`src/rtl/cm_pkg.sv`:
```
package cm_pkg;
  typedef enum logic [1:0] {
    RGN_WPORT = 2'd0,
    RGN_RPORT = 2'd1,
    RGN_ROM   = 2'd2
  } region_e;
endpackage

```
`src/rtl/cm_decode.sv`:
```
module cm_decode
  import cm_pkg::*;
#(
  parameter int unsigned LOCAL_W    = 12,
  parameter int unsigned RAM_AW     = 8,
  parameter int unsigned BANKS      = 3,
  parameter int unsigned BANK_W     = 2,
  parameter int unsigned HOT_BASE   = 'hFF8,
  parameter int unsigned WPORT_BASE = 'h000,
  parameter int unsigned RPORT_BASE = 'h100
) (
  input  logic [LOCAL_W-1:0] off,
  output region_e            rgn,
  output logic               hot,
  output logic [BANK_W-1:0]  hot_idx
);
  logic [BANKS-1:0] hit_vec;

  for (genvar g = 0; g < BANKS; g++) begin : g_hot
    assign hit_vec[g] = (off == LOCAL_W'(HOT_BASE + g));
  end

  always_comb begin
    hot     = |hit_vec;
    hot_idx = '0;
    for (int i = BANKS - 1; i >= 0; i--) begin
      if (hit_vec[i]) hot_idx = BANK_W'(i);
    end
  end

  always_comb begin
    if (off[LOCAL_W-1:RAM_AW] == (LOCAL_W-RAM_AW)'(WPORT_BASE >> RAM_AW))
      rgn = RGN_WPORT;
    else if (off[LOCAL_W-1:RAM_AW] == (LOCAL_W-RAM_AW)'(RPORT_BASE >> RAM_AW))
      rgn = RGN_RPORT;
    else
      rgn = RGN_ROM;
  end
endmodule

```
`src/rtl/cm_bank.sv`:
```
module cm_bank #(
  parameter int unsigned BANKS      = 3,
  parameter int unsigned BANK_W     = 2,
  parameter int unsigned RESET_BANK = 0
) (
  input  logic              clk,
  input  logic              rst,
  input  logic              hit,
  input  logic [BANK_W-1:0] idx,
  input  logic              lock,
  output logic [BANK_W-1:0] bank
);
  always_ff @(posedge clk) begin
    if (rst)
      bank <= BANK_W'(RESET_BANK);
    else if (hit && !lock)
      bank <= idx;
  end

  p_bank_in_range_r3: assert property (@(posedge clk) disable iff (rst)
    bank < BANK_W'(BANKS));

  p_hotspot_selects_r3: assert property (@(posedge clk) disable iff (rst)
    (hit && !lock) |=> bank == $past(idx));

  p_lock_freezes_bank_r9: assert property (@(posedge clk) disable iff (rst)
    lock |=> bank == $past(bank));
endmodule

```
`src/rtl/cm_ram.sv`:
```
module cm_ram #(
  parameter int unsigned DATA_W = 8,
  parameter int unsigned AW     = 8
) (
  input  logic              clk,
  input  logic              we,
  input  logic [AW-1:0]     waddr,
  input  logic [DATA_W-1:0] wdata,
  input  logic [AW-1:0]     raddr,
  output logic [DATA_W-1:0] q
);
  localparam int unsigned DEPTH = 1 << AW;

  logic [DATA_W-1:0] mem [DEPTH];

  always_ff @(posedge clk) begin
    if (we) mem[waddr] <= wdata;
    q <= mem[raddr];
  end
endmodule

```
`src/rtl/cm_trap.sv`:
```
module cm_trap #(
  parameter int unsigned LOCAL_W = 12,
  parameter int unsigned STAT_W  = LOCAL_W + 1
) (
  input  logic               clk,
  input  logic               rst,
  input  logic               rec,
  input  logic [LOCAL_W-1:0] rec_off,
  input  logic               query,
  output logic [STAT_W-1:0]  stat_q
);
  logic [STAT_W-1:0] status;

  always_ff @(posedge clk) begin
    if (rst) begin
      status <= '0;
      stat_q <= '0;
    end else begin
      if (query) begin
        stat_q <= status;
        if (status != '0) status <= '0;
      end
      if (rec) status <= {1'b1, rec_off};
    end
  end

  p_record_latches_r7: assert property (@(posedge clk) disable iff (rst)
    rec |=> status == {1'b1, $past(rec_off)});

  p_status_tagged_r7: assert property (@(posedge clk) disable iff (rst)
    (status != '0) |-> status[STAT_W-1]);

  p_poll_clears_r8: assert property (@(posedge clk) disable iff (rst)
    (query && !rec) |=> status == '0);

  p_poll_returns_r8: assert property (@(posedge clk) disable iff (rst)
    query |=> stat_q == $past(status));
endmodule

```
`src/rtl/cart_mapper.sv`:
```
module cart_mapper
  import cm_pkg::*;
#(
  parameter int unsigned BUS_W      = 16,
  parameter int unsigned LOCAL_W    = 12,
  parameter int unsigned DATA_W     = 8,
  parameter int unsigned BANKS      = 3,
  parameter int unsigned RAM_BYTES  = 256,
  parameter int unsigned HOT_BASE   = 'hFF8,
  parameter int unsigned WPORT_BASE = 'h000,
  parameter int unsigned RPORT_BASE = 'h100,
  parameter int unsigned RESET_BANK = 0,
  localparam int unsigned RAM_AW    = $clog2(RAM_BYTES),
  localparam int unsigned BANK_W    = (BANKS > 1) ? $clog2(BANKS) : 1,
  localparam int unsigned ROM_AW    = BANK_W + LOCAL_W,
  localparam int unsigned STAT_W    = LOCAL_W + 1
) (
  input  logic              clk,
  input  logic              rst,
  input  logic [BUS_W-1:0]  addr,
  input  logic              rd_en,
  input  logic              wr_en,
  input  logic [DATA_W-1:0] wr_data,
  input  logic [DATA_W-1:0] bus_last,
  input  logic              lock,
  output logic [ROM_AW-1:0] rom_addr,
  input  logic [DATA_W-1:0] rom_data,
  output logic [DATA_W-1:0] rd_data,
  output logic              rd_valid,
  input  logic              stat_rd,
  output logic [STAT_W-1:0] stat_data
);
  logic [LOCAL_W-1:0] off;
  logic               unused_hi;
  region_e            rgn;
  logic               hot;
  logic [BANK_W-1:0]  hot_idx;
  logic [BANK_W-1:0]  bank;
  logic               wr_act;
  logic               trap_rd;
  logic               ram_we;
  logic [DATA_W-1:0]  ram_wd;
  logic [DATA_W-1:0]  ram_q;

  region_e            sel_q;
  logic               valid_q;
  logic [DATA_W-1:0]  rom_q;
  logic [DATA_W-1:0]  bus_q;

  assign off       = addr[LOCAL_W-1:0];
  assign unused_hi = ^addr[BUS_W-1:LOCAL_W];

  cm_decode #(
    .LOCAL_W(LOCAL_W), .RAM_AW(RAM_AW), .BANKS(BANKS), .BANK_W(BANK_W),
    .HOT_BASE(HOT_BASE), .WPORT_BASE(WPORT_BASE), .RPORT_BASE(RPORT_BASE)
  ) u_decode (
    .off(off), .rgn(rgn), .hot(hot), .hot_idx(hot_idx)
  );

  // Read strobe wins over a simultaneous write strobe.
  assign wr_act  = wr_en && !rd_en;
  assign trap_rd = rd_en && (rgn == RGN_WPORT) && !lock;
  assign ram_we  = !rst && ((wr_act && (rgn == RGN_WPORT)) || trap_rd);
  assign ram_wd  = trap_rd ? bus_last : wr_data;

  cm_bank #(
    .BANKS(BANKS), .BANK_W(BANK_W), .RESET_BANK(RESET_BANK)
  ) u_bank (
    .clk(clk), .rst(rst), .hit((rd_en || wr_en) && hot),
    .idx(hot_idx), .lock(lock), .bank(bank)
  );

  cm_ram #(
    .DATA_W(DATA_W), .AW(RAM_AW)
  ) u_ram (
    .clk(clk), .we(ram_we), .waddr(off[RAM_AW-1:0]), .wdata(ram_wd),
    .raddr(off[RAM_AW-1:0]), .q(ram_q)
  );

  cm_trap #(
    .LOCAL_W(LOCAL_W), .STAT_W(STAT_W)
  ) u_trap (
    .clk(clk), .rst(rst), .rec(trap_rd), .rec_off(off),
    .query(stat_rd), .stat_q(stat_data)
  );

  assign rom_addr = {bank, off};

  always_ff @(posedge clk) begin
    if (rst) begin
      valid_q <= 1'b0;
      sel_q   <= RGN_ROM;
    end else begin
      valid_q <= rd_en;
      if (rd_en) sel_q <= rgn;
    end
    rom_q <= rom_data;
    bus_q <= bus_last;
  end

  always_comb begin
    unique case (sel_q)
      RGN_WPORT: rd_data = bus_q;
      RGN_RPORT: rd_data = ram_q;
      default:   rd_data = rom_q;
    endcase
  end

  assign rd_valid = valid_q;

  p_valid_follows_r2: assert property (@(posedge clk) disable iff (rst)
    rd_en |=> rd_valid);

  p_idle_not_valid_r2: assert property (@(posedge clk) disable iff (rst)
    !rd_en |=> !rd_valid);

  p_wport_returns_bus_r6: assert property (@(posedge clk) disable iff (rst)
    (rd_en && rgn == RGN_WPORT) |=> rd_data == $past(bus_last));

  p_hot_in_rom_r3: assert property (@(posedge clk) disable iff (rst)
    hot |-> rgn == RGN_ROM);
endmodule

```
`config.mk`:
```
export PLATFORM = sky130hd
export DESIGN_NAME = cart_mapper
export DESIGN_NICKNAME = d
export VERILOG_FILES = /design/src/rtl/cm_pkg.sv /design/src/rtl/cm_decode.sv /design/src/rtl/cm_bank.sv /design/src/rtl/cm_ram.sv /design/src/rtl/cm_trap.sv /design/src/rtl/cart_mapper.sv
export SDC_FILE = /design/constraint.sdc
export NUM_CORES = 2
export LEC_CHECK = 0
export ABC_AREA = 1
export BUFFER_PORTS_ARGS = -buffer_cell sky130_fd_sc_hd__clkbuf_2
export CAP_MARGIN = 10
export CORE_MARGIN = 2
export CORE_UTILIZATION = 30
export DETAILED_ROUTE_END_ITERATION = 16
export PLACE_DENSITY = 0.55
export SLEW_MARGIN = 20
export SYNTH_ARGS = -nofsm -noshare
export SYNTH_HDL_FRONTEND = slang
export SYNTH_SLANG_ARGS = --single-unit
```
`constraint.sdc`:
```
create_clock -name clk -period 6.87 [get_ports clk]
set_clock_uncertainty 0.1 [all_clocks]
set_input_delay 0.3435 -clock clk [delete_from_list [all_inputs] [get_ports clk]]
set_output_delay 0.3435 -clock clk [all_outputs]
set_load 0.005 [all_outputs]
```
After elaboration in Yosys (flattened, before gate mapping)
Memories as Yosys holds them, arrays and structs flattened. A register that Yosys moved wholly into a read port is not among the register bits. Index checks and enable logic that the tools add are counted.

Equal/unequal tests: 5. Mux-type cells: 12. Reductions and logical operators: 20.

Operators with widths (number): two-way mux 13 bit (3); == test 12 bit (second input constant) (3); case mux 8 bit (2 select lines) (1); nonzero test 13 bit (1); two-way mux 2 bit (5); two-way mux 8 bit (1); logical AND 1 bit (7); == test 4 x 1 -> 1 bit (second input constant) (1); zero test 2 bit (2); zero test 4 bit (1); nonzero test 2 bit (2); zero test 1 bit (3); OR reduction 3 bit (1); == test 2 x 1 -> 1 bit (second input constant) (1); logical OR 1 bit (2); two-way mux 1 bit (2); AND reduction 2 bit (1).

Input bits: 46. Logic and storage cells: 45. Bits in writable memories: 2048. Register bits: 47. Memories: 1.

Memory list: u_ram.mem (depth 256, width 8, read ports 1, clocked after Yosys merged registers in 1, write ports 1, RTL line cm_ram.sv:14) `logic [DATA_W-1:0] mem [DEPTH];`.

Depth between registers and ports, before layout
Depth in word-level cells: 10. Mapped depth: 16.

Modules after synthesis
Synthesis repeated with hierarchy kept, for this count alone.

Cells, all modules: 7275. Area, all modules: 85395.7 sq um.

Modules (own cells, without submodules): cm_ram (area each 83396.2 sq um, cells an instance 7003, sequential area each 61659.1 sq um, times used 1); cm_trap (area each 967.2 sq um, cells an instance 127, sequential area each 520.5 sq um, times used 1); cart_mapper (area each 843.3 sq um, cells an instance 110, sequential area each 380.4 sq um, times used 1); cm_bank (area each 97.6 sq um, cells an instance 16, sequential area each 40.0 sq um, times used 1); cm_decode (area each 91.3 sq um, cells an instance 19, sequential area each 0.0 sq um, times used 1).

Least setup slack after synthesis
OpenSTA, ideal clock, no wires.

Kind: input -> register. Start point: input port addr[10]. End point: memory u_ram.mem[0][0] (data pin). Slack: 1.522 ns. Arrival time: 4.424 ns. Path buffers: 1. Setup time: 0.824 ns. Data required time: 5.946 ns. Cell stages on the path: 8. Cell sequence: nor2_1 inv_1 nor2_1 inv_1 nor4_2 buf_2 nand2_1 nand2_1.

Cells in the longest elaborated chain, start to end: 7. Elaborated cells on any way between the ends: 8. Those cells by class: 1 x eq/ne; 3 x mux; 4 x reduce/logical.

RTL lines: from (decl) (RTL line cart_mapper.sv:20) `input logic [BUS_W-1:0] addr,`; == test 4 x 1 -> 1 bit (RTL line cm_decode.sv:34) `else if (off[LOCAL_W-1:RAM_AW] == (LOCAL_W-RAM_AW)'(RPORT_BASE >> RAM_AW))`; two-way mux 2 bit (RTL line cm_decode.sv:34); two-way mux 2 bit * (RTL line cm_decode.sv:32) `if (off[LOCAL_W-1:RAM_AW] == (LOCAL_W-RAM_AW)'(WPORT_BASE >> RAM_AW))`; zero test 2 bit * (RTL line cart_mapper.sv:62) `assign trap_rd = rd_en && (rgn == RGN_WPORT) && !lock;`; logical AND 1 bit * (2 in a row) (RTL line cart_mapper.sv:62); two-way mux 8 bit * (RTL line cart_mapper.sv:64) `assign ram_wd = trap_rd ? bus_last : wr_data;`; net ram_wd[0] (RTL line cart_mapper.sv:42) `logic [DATA_W-1:0] ram_wd;`; to (decl) (RTL line cm_ram.sv:14).

The timed path passes the listed nets; every way through them passes the cells marked *.

Final worst setup path
Start point: input port addr[10]. End point: memory u_ram.mem[89][2] (data pin).

The elaborated chain is that of the path after synthesis.

==> summary.md <==
| Metric | Value |
|---|---|
| Hold EP | `rom_q[2]$_DFF_P_` |
| Die Height | `542 microns` |
| Outcome | `finished clean` |
| Io pins | `82` |
| Final hold vios | `0` |
| Vias | `56481` |
| CTS clk-pin slew, worst paths | `0.06 ns` |
| Worst skew pair latency | `between 0.8 and 0.9 ns` |
| CORE AREA | `around 290000 sq um` |
| Placement Cell Area | `approximately 91000 sq um` |
| Cells on Worst Hold Path | `2` |
| Worst Hold Class | `in -> reg` |
| RSZ-0062 raised after global routing | `false` |
| Starting Density | `0.301` |
| GR Overflow Total | `0` |
| Tmin final | `around 4.2 ns` |
| DRC violations left | `0` |
| Tot Pwr | `26.6 mW` |
| Finished Cell Area | `97500 sq um` |
| Vias in the first global route | `around 55000` |
| PD cells | `roughly 270 nW/um^2` |
| Final worst-path cycle share | `0.617` |
| Final HPWL DP | `about 130 mm` |
| Antenna Nets Post-Route | `0` |
| Reg2Reg Setup Slack | `4.24 ns` |
| Port bufs | `between 70 and 80` |
| Mapped Nets | `~8000` |
| Synth Instances | `~8200` |
| Max frequency | `~240 MHz` |
| VDD IR max | `0.000193 V` |
| Total negative slack | `0 ns` |
| Lkg Pwr | `around 38 nW` |
| DR pass1 iterations | `8` |
| Site Rows | `197` |
| Inserted Clock Buffers | `210` |
| # setup viols final | `0` |
| Unique cell type count in the Yosys netlist | `28` |
| Post-CTS Resized | `0` |
| GPL Wtd Cong | `0.848` |
| Largest net degree at the start of global routing | `between 150 and 200` |
| Die ar. | `about 290000 sq um` |
| Core Util, Final | `0.339` |
| Initial antenna violation count | `2` |
| CP Class | `in -> reg` |
| Synth Cell Area | `roughly 87000 sq um` |
| Met1 global-route usage | `0.206` |
| Crit end category | `flop` |
| Hold Crit Start | `rom_data[2]` |
| Total GRT Usage | `0.160` |
| Actual slew at the worst max-slew pin | `approximately 1.2 ns` |
| Reg2Reg Depth | `12` |
| Crit path max fanout | `80` |
| 1st-iter DRT viols | `5165` |
| H-tree depth | `4` |
| Final wirelength | `240 mm` |
| Origin of the critical flop-to-flop path | `u_ram.mem[18][7]$_DFFE_PP_` |
| NumNets Final | `just over 8000` |
| Syn_area_per_cell | `10.6 sq um` |
| Met2 GRT Util | `0.270` |
| Slew Limit Fails | `0` |
| Hold_buf cts | `46` |
| CTS Root Cell | `clkbuf_16` |
| DP Cell Count | `~12000` |
| Yosys reg bits | `around 2100` |
| Launching element type of the critical path | `primary input` |
| DR vias/cell | `approximately 4.7` |
| Post-DR wirelength/cell | `19.8 microns` |
| Crit path arrival time | `between 4 and 5 ns` |
| Most frequent cells in the layout | `4749 x nand2_1, 2048 x edfxtp_1, 371 x nor2_1, 264 x nand3_1, 213 x clkbuf_16` |
| Global route hottest layer | `met2` |
| Clock Sink Count | `approximately 2100` |
| Data required time at the worst endpoint | `about 7.2 ns` |
| Chip width | `about 540 microns` |
| Buffer levels on the longest clock path | `4` |
| Met3 Usage GRT | `0.0215` |
| Slew HR | `0.225` |
| CTS tree | `done` |
| Reg-to-Reg End | `u_ram.q[7]$_DFF_P_` |
| Seq/Total Area, Yosys | `0.722` |
| Yosys Warn Count | `0` |
| Post-route insts no fill | `roughly 12000` |
| Layout cells sized above 1 | `0.0566` |
| P&R area growth vs syn | `12.5%` |
| Max cap viols | `0` |
| Setup repair bufs after CTS | `0` |
| First-pass GRT wire length | `356 mm` |
| Commonest non-fill, non-tap cell in the layout | `nand2_1` |
## per-layer routing
metal | share of wire | routed length [microns]
met3 | 0.057 | 13600
met1 | 0.42 | 100000
met2 | 0.48 | 115000
met4 | 0.045 | 10700
met5 | 0 | 0
## worst max-delay path: stages
cell and delay [ns]:
dlygate4sd3_1 0.54, clkbuf_2 0.12, nor2_1 0.09, inv_1 0.04, nor2_1 0.13, dlygate4sd3_1 0.61, inv_1 0.08, nor4_4 0.69
nand2_1 0.21, nand2_4 0.76, buf_4 0.86
## state kept, by name, indices dropped and copies added, names as in the netlist
signal and cells:
sel_q 2, rd_valid 1, rom_q 8, bus_q 8, u_ram.q 8, u_ram.mem 2048, u_bank.bank 2, u_trap.status 13
u_trap.stat_q 13
## per-stage QoR
| step | setup WS (ns) | hold WS [ns] |
|---|---|---|
| 2_1_floorplan | 1.52 | 0.271 |
| 3_5_place_dp | 2.78 | 0.349 |
| 3_3_place_gp | 2.71 | 0.348 |
| 4_1_cts | 2.69 | 0.00664 |
| 6_report | 2.63 | 0.0486 |
| 5_1_grt | 2.33 | 0.0237 |
## how the worst max path moves through the flow
stage / start / end / slack (ns)
6_report: addr[10] / u_ram.mem[89][2]$_DFFE_PP_ / 2.63
5_1_grt: addr[10] / u_ram.mem[89][2]$_DFFE_PP_ / 2.33
4_1_cts: addr[10] / u_ram.mem[88][2]$_DFFE_PP_ / 2.69
3_5_place_dp: addr[2] / u_ram.mem[71][2]$_DFFE_PP_ / 2.78
3_3_place_gp: addr[0] / u_ram.q[2]$_DFF_P_ / 2.71
2_1_floorplan: addr[10] / u_ram.mem[0][0]$_DFFE_PP_ / 1.52
## cells in the mapped netlist
library cell  count  area (sq um)
buf_4            20           150
a21oi_1          15          75.1
buf_1            37           139
o21ai_1          56           280
inv_2             5          18.8
o2111ai_1         1          8.76
inv_4             1          6.26
nor2_2            1          6.26
a211oi_1          1          7.51
nor3_1            6          30.0
clkinv_1          3          11.3
edfxtp_1       2048         61500
nor3_2            1          10.0
a2111oi_0         1          8.76
nand2_1        4773         17900
o31ai_2           1          12.5
nor2_4            1          11.3
clkbuf_1        158           593
dfxtp_1          55          1100
buf_2           194           971
o21ai_0          88           440
nand4_1          33           206
buf_6            30           338
nor4_1            3          18.8
nor4_2            1          12.5
nor2_1          377          1420
nand3_1         264          1320
inv_1            19          71.3
## area by class of cell
class	count	area (sq um)
antenna	3	7.51
clock buffer	261	5510
clock inverter	115	905
fill	28496	190000
inverter	28	139
multi-input combinational	5623	21900
sequential	2103	62600
tap	3781	4730
timing repair buffer	205	1690
## cell families (layout without fill, tap and decap cells)
family | after synthesis | in the layout | share of synthesized area
buffers and inverters | 467 | 609 | 0.0265
AND/OR/NAND/NOR | 5460 | 5460 | 0.242
AO/OA/AOI/OAI | 163 | 163 | 0.00961
flip-flops | 2103 | 2103 | 0.722
other | 0 | 3 | 0
## power by group
group          switching, mW  total, mW  internal, mW
Clock                   4.80       11.0          6.15
Sequential            0.0140       14.1          14.1
Combinational           1.17       1.50         0.328
No activity file was read; power rests on OpenSTA's default activity.
